`src/rtl/lcd_timing_pkg.sv`:
```
package lcd_timing_pkg;

    parameter int unsigned LCD_CW = 12;
    parameter int unsigned LCD_AW = 4;
    localparam int unsigned LCD_NUM_AXES = 2;

    typedef logic [LCD_CW-1:0] lcd_cnt_t;
    typedef logic [LCD_AW-1:0] lcd_addr_t;

    // one axis of timing: all positions counted from the start of the axis
    typedef struct packed {
        lcd_cnt_t total;
        lcd_cnt_t disp;
        lcd_cnt_t spos;
        lcd_cnt_t swidth;
        logic     pol;     // 1: asserted high
    } lcd_axis_cfg_t;

    typedef struct packed {
        lcd_axis_cfg_t h;
        lcd_axis_cfg_t v;
    } lcd_cfg_t;

    localparam lcd_addr_t REG_HTOT = lcd_addr_t'(0);
    localparam lcd_addr_t REG_HDSP = lcd_addr_t'(1);
    localparam lcd_addr_t REG_HSPO = lcd_addr_t'(2);
    localparam lcd_addr_t REG_HSWD = lcd_addr_t'(3);
    localparam lcd_addr_t REG_VTOT = lcd_addr_t'(4);
    localparam lcd_addr_t REG_VDSP = lcd_addr_t'(5);
    localparam lcd_addr_t REG_VSPO = lcd_addr_t'(6);
    localparam lcd_addr_t REG_VSWD = lcd_addr_t'(7);
    localparam lcd_addr_t REG_POL  = lcd_addr_t'(8);

endpackage

```
`src/rtl/lcd_timing_regs.sv`:
```
module lcd_timing_regs
    import lcd_timing_pkg::*;
#(
    parameter lcd_cfg_t RST_CFG = '0
) (
    input  logic      clk,
    input  logic      rst,
    input  logic      wr_en,
    input  lcd_addr_t wr_addr,
    input  lcd_cnt_t  wr_data,
    input  logic      load,
    output lcd_cfg_t  act_q,
    output lcd_cfg_t  act_d
);

    typedef struct packed {
        lcd_cfg_t shadow;
        lcd_cfg_t act;
    } bank_t;

    bank_t bank_d, bank_q;

    // only two bits of the data are meaningful for the polarity register
    logic unused_pol_bits;
    assign unused_pol_bits = ^wr_data[LCD_CW-1:2];

    always_comb begin
        bank_d = bank_q;
        if (wr_en) begin
            case (wr_addr)
                REG_HTOT: bank_d.shadow.h.total  = wr_data;
                REG_HDSP: bank_d.shadow.h.disp   = wr_data;
                REG_HSPO: bank_d.shadow.h.spos   = wr_data;
                REG_HSWD: bank_d.shadow.h.swidth = wr_data;
                REG_VTOT: bank_d.shadow.v.total  = wr_data;
                REG_VDSP: bank_d.shadow.v.disp   = wr_data;
                REG_VSPO: bank_d.shadow.v.spos   = wr_data;
                REG_VSWD: bank_d.shadow.v.swidth = wr_data;
                REG_POL: begin
                    bank_d.shadow.h.pol = wr_data[0];
                    bank_d.shadow.v.pol = wr_data[1];
                end
                default: ;
            endcase
        end
        // the working set takes the pre-write shadow at the frame wrap
        if (load) begin
            bank_d.act = bank_q.shadow;
        end
    end

    always_ff @(posedge clk) begin
        if (rst) begin
            bank_q <= '{shadow: RST_CFG, act: RST_CFG};
        end else begin
            bank_q <= bank_d;
        end
    end

    assign act_q = bank_q.act;
    assign act_d = bank_d.act;

endmodule

```
`src/rtl/lcd_axis_ctr.sv`:
```
module lcd_axis_ctr
    import lcd_timing_pkg::*;
#(
    parameter lcd_cnt_t RST_VAL = '0
) (
    input  logic     clk,
    input  logic     rst,
    input  logic     adv_i,
    input  lcd_cnt_t total_i,
    output lcd_cnt_t cnt_q,
    output lcd_cnt_t cnt_d,
    output logic     wrap_o
);

    localparam int unsigned EXT_W = LCD_CW + 1;

    logic [EXT_W-1:0] nxt_ext;

    always_comb begin
        nxt_ext = {1'b0, cnt_q} + EXT_W'(1);
        // ">=" keeps the counter bounded even for totals of 0 or 1
        wrap_o  = adv_i && (nxt_ext >= {1'b0, total_i});
        cnt_d   = cnt_q;
        if (adv_i) begin
            cnt_d = wrap_o ? '0 : nxt_ext[LCD_CW-1:0];
        end
    end

    always_ff @(posedge clk) begin
        if (rst) begin
            cnt_q <= RST_VAL;
        end else begin
            cnt_q <= cnt_d;
        end
    end

endmodule

```
`src/rtl/lcd_axis_decode.sv`:
```
module lcd_axis_decode
    import lcd_timing_pkg::*;
(
    input  lcd_cnt_t      pos_i,
    input  lcd_axis_cfg_t cfg_i,
    output logic          vis_o,
    output logic          sync_o
);

    lcd_cnt_t off;

    always_comb begin
        off    = pos_i - cfg_i.spos;
        vis_o  = pos_i < cfg_i.disp;
        // pos_i never reaches total, so an over-long pulse ends at the wrap
        sync_o = (pos_i >= cfg_i.spos) && (off < cfg_i.swidth);
    end

endmodule

```
`src/rtl/lcd_sync_out.sv`:
```
module lcd_sync_out
    import lcd_timing_pkg::*;
#(
    parameter logic RST_HPOL = 1'b0,
    parameter logic RST_VPOL = 1'b0
) (
    input  logic     clk,
    input  logic     rst,
    input  lcd_cnt_t x_i,
    input  lcd_cnt_t y_i,
    input  logic     h_vis_i,
    input  logic     v_vis_i,
    input  logic     h_sync_i,
    input  logic     v_sync_i,
    input  logic     h_pol_i,
    input  logic     v_pol_i,
    output logic     hsync,
    output logic     vsync,
    output logic     de,
    output logic     frame_start,
    output lcd_cnt_t pixel_x,
    output lcd_cnt_t line_y
);

    typedef struct packed {
        lcd_cnt_t x;
        lcd_cnt_t y;
        logic     de;
        logic     hs;
        logic     vs;
        logic     fs;
    } out_t;

    out_t out_d, out_q;

    always_comb begin
        out_d.x  = x_i;
        out_d.y  = y_i;
        out_d.de = h_vis_i && v_vis_i;
        out_d.hs = h_pol_i ? h_sync_i : !h_sync_i;
        out_d.vs = v_pol_i ? v_sync_i : !v_sync_i;
        out_d.fs = (x_i == '0) && (y_i == '0);
    end

    always_ff @(posedge clk) begin
        if (rst) begin
            out_q <= '{x: '0, y: '0, de: 1'b0, hs: !RST_HPOL, vs: !RST_VPOL, fs: 1'b0};
        end else begin
            out_q <= out_d;
        end
    end

    assign pixel_x     = out_q.x;
    assign line_y      = out_q.y;
    assign de          = out_q.de;
    assign hsync       = out_q.hs;
    assign vsync       = out_q.vs;
    assign frame_start = out_q.fs;

endmodule

```
`src/rtl/lcd_sync_gen.sv`:
```
module lcd_sync_gen
    import lcd_timing_pkg::*;
#(
    parameter lcd_cnt_t H_TOTAL_RST = lcd_cnt_t'(20),
    parameter lcd_cnt_t H_DISP_RST  = lcd_cnt_t'(12),
    parameter lcd_cnt_t H_SPOS_RST  = lcd_cnt_t'(15),
    parameter lcd_cnt_t H_SWID_RST  = lcd_cnt_t'(3),
    parameter lcd_cnt_t V_TOTAL_RST = lcd_cnt_t'(8),
    parameter lcd_cnt_t V_DISP_RST  = lcd_cnt_t'(5),
    parameter lcd_cnt_t V_SPOS_RST  = lcd_cnt_t'(6),
    parameter lcd_cnt_t V_SWID_RST  = lcd_cnt_t'(1)
) (
    input  logic              clk,
    input  logic              rst,
    input  logic              wr_en,
    input  logic [LCD_AW-1:0] wr_addr,
    input  logic [LCD_CW-1:0] wr_data,
    output logic              hsync,
    output logic              vsync,
    output logic              de,
    output logic              frame_start,
    output logic [LCD_CW-1:0] pixel_x,
    output logic [LCD_CW-1:0] line_y
);

    localparam lcd_cfg_t RST_CFG = '{
        h: '{total: H_TOTAL_RST, disp: H_DISP_RST, spos: H_SPOS_RST,
             swidth: H_SWID_RST, pol: 1'b0},
        v: '{total: V_TOTAL_RST, disp: V_DISP_RST, spos: V_SPOS_RST,
             swidth: V_SWID_RST, pol: 1'b0}
    };

    lcd_cfg_t      act_q, act_d;
    lcd_axis_cfg_t cur_cfg [LCD_NUM_AXES];
    lcd_axis_cfg_t nxt_cfg [LCD_NUM_AXES];
    lcd_cnt_t      pos_q   [LCD_NUM_AXES];
    lcd_cnt_t      pos_d   [LCD_NUM_AXES];
    logic          adv     [LCD_NUM_AXES];
    logic          wrap    [LCD_NUM_AXES];
    logic          vis     [LCD_NUM_AXES];
    logic          syn     [LCD_NUM_AXES];
    logic          frame_wrap;

    assign cur_cfg[0] = act_q.h;
    assign cur_cfg[1] = act_q.v;
    assign nxt_cfg[0] = act_d.h;
    assign nxt_cfg[1] = act_d.v;

    // lines advance when the pixel counter wraps
    assign adv[0]     = 1'b1;
    assign adv[1]     = wrap[0];
    assign frame_wrap = wrap[0] && wrap[1];

    lcd_timing_regs #(
        .RST_CFG (RST_CFG)
    ) u_regs (
        .clk     (clk),
        .rst     (rst),
        .wr_en   (wr_en),
        .wr_addr (wr_addr),
        .wr_data (wr_data),
        .load    (frame_wrap),
        .act_q   (act_q),
        .act_d   (act_d)
    );

    for (genvar a = 0; a < LCD_NUM_AXES; a++) begin : g_axis
        // counters start on their last position so the first edge opens a frame
        localparam lcd_cnt_t CTR_RST = (a == 0) ? H_TOTAL_RST - lcd_cnt_t'(1)
                                                : V_TOTAL_RST - lcd_cnt_t'(1);

        lcd_axis_ctr #(
            .RST_VAL (CTR_RST)
        ) u_ctr (
            .clk     (clk),
            .rst     (rst),
            .adv_i   (adv[a]),
            .total_i (cur_cfg[a].total),
            .cnt_q   (pos_q[a]),
            .cnt_d   (pos_d[a]),
            .wrap_o  (wrap[a])
        );

        // decode the next position against the set that will be active then
        lcd_axis_decode u_dec (
            .pos_i  (pos_d[a]),
            .cfg_i  (nxt_cfg[a]),
            .vis_o  (vis[a]),
            .sync_o (syn[a])
        );
    end

    lcd_sync_out #(
        .RST_HPOL (RST_CFG.h.pol),
        .RST_VPOL (RST_CFG.v.pol)
    ) u_out (
        .clk         (clk),
        .rst         (rst),
        .x_i         (pos_d[0]),
        .y_i         (pos_d[1]),
        .h_vis_i     (vis[0]),
        .v_vis_i     (vis[1]),
        .h_sync_i    (syn[0]),
        .v_sync_i    (syn[1]),
        .h_pol_i     (nxt_cfg[0].pol),
        .v_pol_i     (nxt_cfg[1].pol),
        .hsync       (hsync),
        .vsync       (vsync),
        .de          (de),
        .frame_start (frame_start),
        .pixel_x     (pixel_x),
        .line_y      (line_y)
    );

endmodule

```
`config.mk`:
```
export PLATFORM = sky130hd
export DESIGN_NAME = lcd_sync_gen
export DESIGN_NICKNAME = d
export VERILOG_FILES = /design/src/rtl/lcd_timing_pkg.sv /design/src/rtl/lcd_timing_regs.sv /design/src/rtl/lcd_axis_ctr.sv /design/src/rtl/lcd_axis_decode.sv /design/src/rtl/lcd_sync_out.sv /design/src/rtl/lcd_sync_gen.sv
export SDC_FILE = /design/constraint.sdc
export NUM_CORES = 1
export LEC_CHECK = 0
export ABC_AREA = 1
export BUFFER_PORTS_ARGS = -buffer_cell sky130_fd_sc_hd__buf_2
export CAP_MARGIN = 20
export CORE_MARGIN = 3
export CORE_UTILIZATION = 30
export DETAILED_ROUTE_END_ITERATION = 10
export HOLD_SLACK_MARGIN = 0.08
export RECOVER_POWER = 100
export SLEW_MARGIN = 20
export SYNTH_ARGS = -nofsm -noshare
export SYNTH_HDL_FRONTEND = slang
export SYNTH_SLANG_ARGS = --single-unit
```
`constraint.sdc`:
```
create_clock -name clk -period 8 [get_ports clk]
set_input_delay 0.8 -clock clk [delete_from_list [all_inputs] [get_ports clk]]
set_output_delay 0.8 -clock clk [all_outputs]
set_load 0.1 [all_outputs]
```
==> flow_metrics.env, run 1 <==
export IMPL_antenna_found_initial=4
export IMPL_io_buffers=46
export IMPL_die_y_um=200.4
export IMPL_path_max_fanout=53
export IMPL_arrival_ns=6.69
export IMPL_endpoint="u_out.vsync"
export IMPL_core_area_mm2=0.03696
export IMPL_seq_area_frac_synth=0.4063
export IMPL_period_share=0.7820
export IMPL_vias=9436
export IMPL_num_rows=70
export IMPL_h_tree_depth=1
export IMPL_status="complete, but fails checks"
export IMPL_grt_pass1_wl_um=49090
export IMPL_area_growth_pct=12.09
export IMPL_fin_skew_ns=0.01178
export IMPL_ys_async_sr_fraction=0
export IMPL_clkTransAtPathRegs_ns=0.07
export IMPL_synthCells=1475
export IMPL_grt_max_degree=63
export IMPL_drc=0
export IMPL_path_buf_inv=2
export IMPL_drtAntennaViolNets=0
export IMPL_grtUsageTotal=0.1510
export IMPL_cts_resized_gates=0
export IMPL_finalHoldViolCount=0
export IMPL_syn_nets=1590
export IMPL_initial_core_util=0.3066
export IMPL_antenna_cells=0
export IMPL_fmaxAchievable_mhz=159.9
export IMPL_wire_per_inst_um=15.67
export IMPL_slew_violations=240
export IMPL_fin_crit_ns=6.256
export IMPL_reg2reg_depth=35
export IMPL_grt_overflow_total=0
export IMPL_yosysWarningCount=0
export IMPL_crit_family="simple AND/OR/NAND/NOR gates"
export IMPL_violations="capacitance limit, slew limit"
export IMPL_reg2reg_to="u_out.vsync"
export IMPL_r2r_start="g_axis[1].u_ctr.cnt_q[0]"
export IMPL_synth_cell_types=47
export IMPL_first_global_vias=9112
export IMPL_cts_made_buffers=26
export IMPL_hold_buffers=0
export IMPL_cp_slowest_cell="buf_4"
export IMPL_ff2ff_setup_slack_ns=1.74
export IMPL_hpwlAfterDp_um=22060
export IMPL_tritoncts="yes"
export IMPL_worstPathRequired_ns=8.43
export IMPL_cts_root_buffer="clkbuf_16"
export IMPL_cts_max_path_buffers=3
export IMPL_drt_pass1_iter_count=5
export IMPL_worst_pin_slew_ns=2.815
export IMPL_worst_path_stages=35
export IMPL_worstSkewPairLatency_ns=0.53
export IMPL_cap_violations=5
export IMPL_wl_um=31230
export IMPL_maxSlewHeadroom=-0.8768
export IMPL_cts_setup_buffers=0
export IMPL_place_gp_congestion=0.8864
export IMPL_drt_initial_drc_count=608
export IMPL_crit_path_frequent_cell="nor2_1"
export IMPL_endpoint_kind="flop"
export IMPL_synth_flop_cell="dfxtp_1"
export IMPL_die_x_um=200.4
export IMPL_ios=47
export IMPL_finalNetCount=1586
export IMPL_critPathMaxStageDelay_ns=0.63
export IMPL_fillerInstances=3944
export IMPL_finalSetupTns_ns=0
export IMPL_dieArea_mm2=0.04014
export IMPL_layout_drive_gt1_share=0.06111
export IMPL_path_class="reg2reg"
export IMPL_postSynthAreaPerCell_um2=7.683
export IMPL_hp_class="reg2reg"
export IMPL_synth_edf_count=0
export IMPL_cts_sinks=230
export IMPL_viasPerCell=4.735
export IMPL_cp_startpoint="g_axis[1].u_ctr.cnt_q[0]"
export IMPL_finalSetupViolations=0
export IMPL_rsz0062_at_grt="false"
export IMPL_netlist_area_mm2=0.01133
export IMPL_synth_seq_cells=230
export IMPL_startpoint_type="flop"
==> cell usage after synthesis (all sizes together) (14+ instances only) <==
| master | instances | area [um^2] |
|---|---|---|
| a21oi | 74 | 370.4 |
| buf | 40 | 271.5 |
| clkbuf | 48 | 180.2 |
| dfxtp | 230 | 4604 |
| ha | 94 | 1176 |
| inv | 148 | 555.5 |
| mux2i | 55 | 550.5 |
| nand2 | 220 | 848.3 |
| nand3 | 37 | 195.2 |
| nor2 | 295 | 1130 |
| nor3 | 14 | 75.07 |
| o21ai | 133 | 669.4 |
| xnor2 | 14 | 122.6 |
| xor2 | 18 | 157.7 |
==> flip-flops by register name (all words and copies together), names as in the netlist <==
signal / flops
u_out.line_y: 12
u_regs.bank_q: 98
u_regs.act_q: 98
u_out.frame_start: 1
u_out.vsync: 1
u_out.de: 1
g_axis.u_ctr.cnt_q: 6
u_out.hsync: 1
u_out.pixel_x: 12
==> cell usage in the layout, fill, tap and decap left out, types with 6 or more instances in the layout <==
cell and n:
nor2_1 291, buf_4 6, clkbuf_16 27, bufinv_16 6, a21oi_1 74, inv_1 144
dfxtp_1 230, nand3_1 36, nand4_1 10, mux2i_1 55, nor3_1 13, clkbuf_1 34
xor2_1 18, xnor2_1 14, o21ai_0 131, nand2_1 213, ha_1 94, buf_2 17
==> routing by layer <==
metal / share of wire / vias to the layer above / global-route usage
li1: - / 4734 / -
met4: 0.023 / 8 / 0.03789
met2: 0.47 / 197 / 0.2590
met1: 0.46 / 4454 / 0.1986
met3: 0.050 / 43 / 0.02487
met5: 0.0013 / - / 0
==> how the worst min path moves through the flow <==
stage | from | slack [ns] | endpoint | cells after the start
2_1_floorplan | u_regs.bank_q[113] | 0.43 | u_regs.bank_q[113] | 2
3_3_place_gp | u_regs.bank_q[123] | 0.44 | u_regs.bank_q[123] | 2
3_5_place_dp | u_regs.bank_q[138] | 0.44 | u_regs.bank_q[138] | 2
4_1_cts | u_regs.bank_q[157] | 0.46 | u_regs.bank_q[157] | 2
5_1_grt | u_regs.bank_q[157] | 0.47 | u_regs.bank_q[157] | 2
6_report | u_regs.bank_q[157] | 0.45 | u_regs.bank_q[157] | 2
==> per-stage QoR <==
step / cells / worst slack, ns / hold WS (ns) / instance area [um^2] / util
after floorplan: 1475 / 2.864 / 0.4282 / 11330 / -
after global placement: 1947 / 2.151 / 0.4393 / 11830 / 0.3199
after detailed placement: 1947 / 2.038 / 0.4446 / 11830 / 0.3199
after CTS: 1993 / 2.034 / 0.4555 / 12780 / 0.3457
after global routing: 1993 / 1.105 / 0.4680 / 12700 / 0.3437
final: 1993 / 1.744 / 0.4529 / 12700 / 0.3437
==> logic make-up (layout without fill, tap and decap cells) <==
kind of cell | Yosys count | count (layout) | share of synthesized area
AO/OA/AOI/OAI | 239 | 239 | 0.1137
XOR/XNOR | 32 | 32 | 0.02473
adder cells (fa/ha/maj) | 96 | 96 | 0.1073
buffers and inverters | 236 | 250 | 0.08888
flip-flops | 230 | 230 | 0.4063
multiplexers | 55 | 55 | 0.04858
AND/OR/NAND/NOR | 587 | 587 | 0.2104
==> worst min-delay path, stage by stage, from the launching register on <==
cell and delay (ns):
dfxtp_1 0.29, inv_1 0.06, a21oi_1 0.05
==> cell type report <==
type                            instances  area, um^2  share of cell area
Clock inverter                         16       244.0             0.01921
Tap cell                              504       630.6             0.04965
Inverter                              148       556.8             0.04383
Clock buffer                           30       706.9             0.05565
Timing Repair Buffer                   56       254.0             0.02000
Multi-Input combinational cell       1009        5705              0.4492
Sequential cell                       230        4604              0.3625
Power of run 1 is not shown: default switching activity piles up to over one toggle a cycle in this logic, so the estimate is an artifact.
==> run 2: changes to the inputs <==
--- a/config.mk
+++ b/config.mk
@@ -5,7 +5,7 @@
 export SDC_FILE = /design/constraint.sdc
 export NUM_CORES = 1
 export LEC_CHECK = 0
-export ABC_AREA = 1
+export ABC_AREA = 0
 export BUFFER_PORTS_ARGS = -buffer_cell sky130_fd_sc_hd__buf_2
 export CAP_MARGIN = 20
 export CORE_MARGIN = 3
==> constraint.sdc (replaced) <==
create_clock -name clk -period 5.7 [get_ports clk]
set_input_delay 0.57 -clock clk [delete_from_list [all_inputs] [get_ports clk]]
set_output_delay 0.57 -clock clk [all_outputs]
set_load 0.1 [all_outputs]
==> run 2 against run 1 <==
The run now ends clean. Via count shrank 0.79%. Global-route usage decreased by 0.26 points. Maximum frequency grew 12%. Critical endpoint unchanged.
==> flow_metrics.env, run 2 <==
export IMPL_status="complete, no violations"
export IMPL_finalSetupViolations=0
export IMPL_synthTopCellsByArea="dfxtp_1 (40%), ha_1 (10%), mux2i_1 (9.3%)"
export IMPL_die_y_um=201.5
export IMPL_finalSetupTns_ns=0
export IMPL_drc=0
export IMPL_syn_nets=1428
export IMPL_dieArea_mm2=0.04060
export IMPL_ys_async_sr_fraction=0
export IMPL_drtAntennaViolNets=0
export IMPL_endpoint_kind="flop"
export IMPL_worst_slack_ns=0.1235
export IMPL_grt_pass1_wl_um=48850
export IMPL_path_max_fanout=6
export IMPL_period_share=0.9783
export IMPL_synth_top_area_frac=0.4016
export IMPL_fin_skew_ns=0.009696
export IMPL_h_tree_depth=1
export IMPL_cap_violations=0
export IMPL_rsz0062_at_grt="true"
export IMPL_worst_pin_slew_ns=1.018
export IMPL_leakage_uw=0.006194
export IMPL_synthCells=1313
export IMPL_grt_overflow_total=0
export IMPL_finalHoldViolCount=0
export IMPL_critPathMaxStageDelay_ns=0.46
export IMPL_tritoncts="yes"
export IMPL_synth_seq_cells=230
export IMPL_final_area_mm2=0.01403
export IMPL_antenna_found_initial=2
export IMPL_io_buffers=46
export IMPL_final_cell_mix="dfxtp_1 (220), nand2_1 (178), nor2_1 (158)"
export IMPL_peakVddDrop_v=0.0003231
export IMPL_crit_path_frequent_cell="a21oi_1"
export IMPL_cts_root_buffer="clkbuf_16"
export IMPL_path_class="reg2reg"
export IMPL_synth_cell_types=69
export IMPL_p_per_area_mw_per_mm2=647.5
export IMPL_cts_sinks=230
export IMPL_worstSkewPairLatency_ns=0.53
export IMPL_netlist_area_mm2=0.01147
export IMPL_worstPathRequired_ns=6.16
export IMPL_wl_um=31670
export IMPL_fin_util=0.3778
export IMPL_cp_startpoint="u_out.pixel_x[2]"
export IMPL_first_global_vias=8876
export IMPL_finalNetCount=1512
export IMPL_postSynthAreaPerCell_um2=8.733
export IMPL_layout_drive_gt1_share=0.2075
export IMPL_placed_area_mm2=0.01247
export IMPL_ys_top_cells_by_count="dfxtp_1 (230), nand2_1 (181), nor2_1 (163)"
export IMPL_grt_use_met2=0.2296
export IMPL_post_place_ws_ns=-0.03708
export IMPL_min_from="wr_data[0]"
export IMPL_synth_edf_count=0
export IMPL_initial_core_util=0.3088
export IMPL_synth_most_common_cell="dfxtp_1"
export IMPL_cts_max_path_buffers=3
export IMPL_area_growth_pct=22.36
export IMPL_busiest_layer="met2"
export IMPL_synth_largest_area_cell="dfxtp_1"
export IMPL_startpoint_type="flop"
export IMPL_cts_made_buffers=26
export IMPL_slew_violations=0
export IMPL_seq_area_frac_synth=0.4016
export IMPL_finalHoldWorstSlack_ns=0.4229
export IMPL_viasPerCell=4.870
export IMPL_drt_pass1_iter_count=5
export IMPL_die_x_um=201.5
export IMPL_wire_per_inst_um=16.48
export IMPL_yosysWarningCount=0
export IMPL_use_met1=0.2168
export IMPL_maxSlewHeadroom=0.3216
export IMPL_clkTransAtPathRegs_ns=0.06
export IMPL_final_common_cell="dfxtp_1"
export IMPL_arrival_ns=6.04
export IMPL_place_gp_congestion=0.8524
export IMPL_hpwlAfterDp_um=22030
export IMPL_drt_initial_drc_count=662
export IMPL_synth_flop_cell="dfxtp_1"
export IMPL_hp_class="in2reg"
export IMPL_use_met3=0.02556
export IMPL_fmaxAchievable_mhz=179.3
export IMPL_fin_crit_ns=5.576
export IMPL_grtUsageTotal=0.1484
export IMPL_grt_max_degree=109
export IMPL_r2r_start="u_out.pixel_x[2]"
export IMPL_fillerInstances=3801
export IMPL_vias=9361
export IMPL_num_rows=70
export IMPL_core_area_mm2=0.03714
export IMPL_ios=47
export IMPL_cp_slowest_cell="fa_1"
-- run 2: area by class of cell --
| class | count | area (um^2) | area share |
|---|---|---|---|
| flip-flops and latches | 230 | 4619 | 0.3293 |
| clock inverters | 17 | 170.2 | 0.01213 |
| multi-input cells | 936 | 6663 | 0.4749 |
| clock buffers | 31 | 720.7 | 0.05137 |
| inverters | 58 | 217.7 | 0.01552 |
| well taps | 504 | 630.6 | 0.04495 |
| diodes | 1 | 2.502 | 0.0001784 |
| repair buffers | 145 | 1006 | 0.07170 |
-- run 2: worst paths after layout --
check        slack, ns  cells past startpoint                 end
min               0.42                      3  u_regs.bank_q[135]
max reg2reg       0.12                     29         u_out.vsync
min reg2reg       0.44                      2    u_regs.act_q[92]
max               0.12                     29         u_out.vsync
-- run 2: what timing repair did --
| action | CTS | global route |
|---|---|---|
| gates cloned | 1 | 0 |
| setup endpoints to repair | 2 | 3 |
| pin swaps | 1 | 44 |
| resized for setup | 8 | 106 |
| hold endpoints to repair | 0 | 0 |
| hold buffers | 0 | 0 |
| buffers inserted | 2 | 19 |
-- run 2: critical path, delay by kind of cell, from the launching register on --
| family | cells | cell delay, ns |
|---|---|---|
| AOI/OAI and AO/OA | 12 | 1.89 |
| xor gates and xnor gates | 2 | 0.27 |
| adders and majority gates | 3 | 1.03 |
| buffers and inverters | 3 | 0.27 |
| DFF | 1 | 0.42 |
| muxes | 2 | 0.48 |
| and+or+nand+nor | 7 | 1.12 |
-- run 2: power by group --
group	internal, uW	leakage, uW	switching [uW]	total [uW]
Combinational	2450	0.00388	3150	5610
Clock	1040	0.000449	689	1730
Sequential	1700	0.00186	46.2	1750
Total	5200	0.00619	3890	9080
-- run 2: stage by stage --
| step | std cells | total power [uW] |
|---|---|---|
| after detailed placement | 1851 | 6635 |
| after floorplan | 1313 | 5263 |
| final | 1922 | 9084 |
| after global placement | 1851 | 6576 |
| after CTS | 1902 | 8505 |
| after global routing | 1921 | 9694 |
-- run 2: cell families after synthesis --
family	synth area share
AO/OA/AOI/OAI	0.1141
XOR/XNOR	0.03208
adder cells (fa/ha/maj)	0.1061
buffers and inverters	0.05914
flip-flops	0.4016
multiplexers	0.09439
AND/OR/NAND/NOR	0.1926
-- run 2: metal layers --
layer / up-vias / share of wire
met3: 34 / 0.051
met5: - / 0.0010
met4: 4 / 0.015
li1: 4608 / -
met2: 207 / 0.44
met1: 4508 / 0.50
No activity file was read; power rests on OpenSTA's default activity.
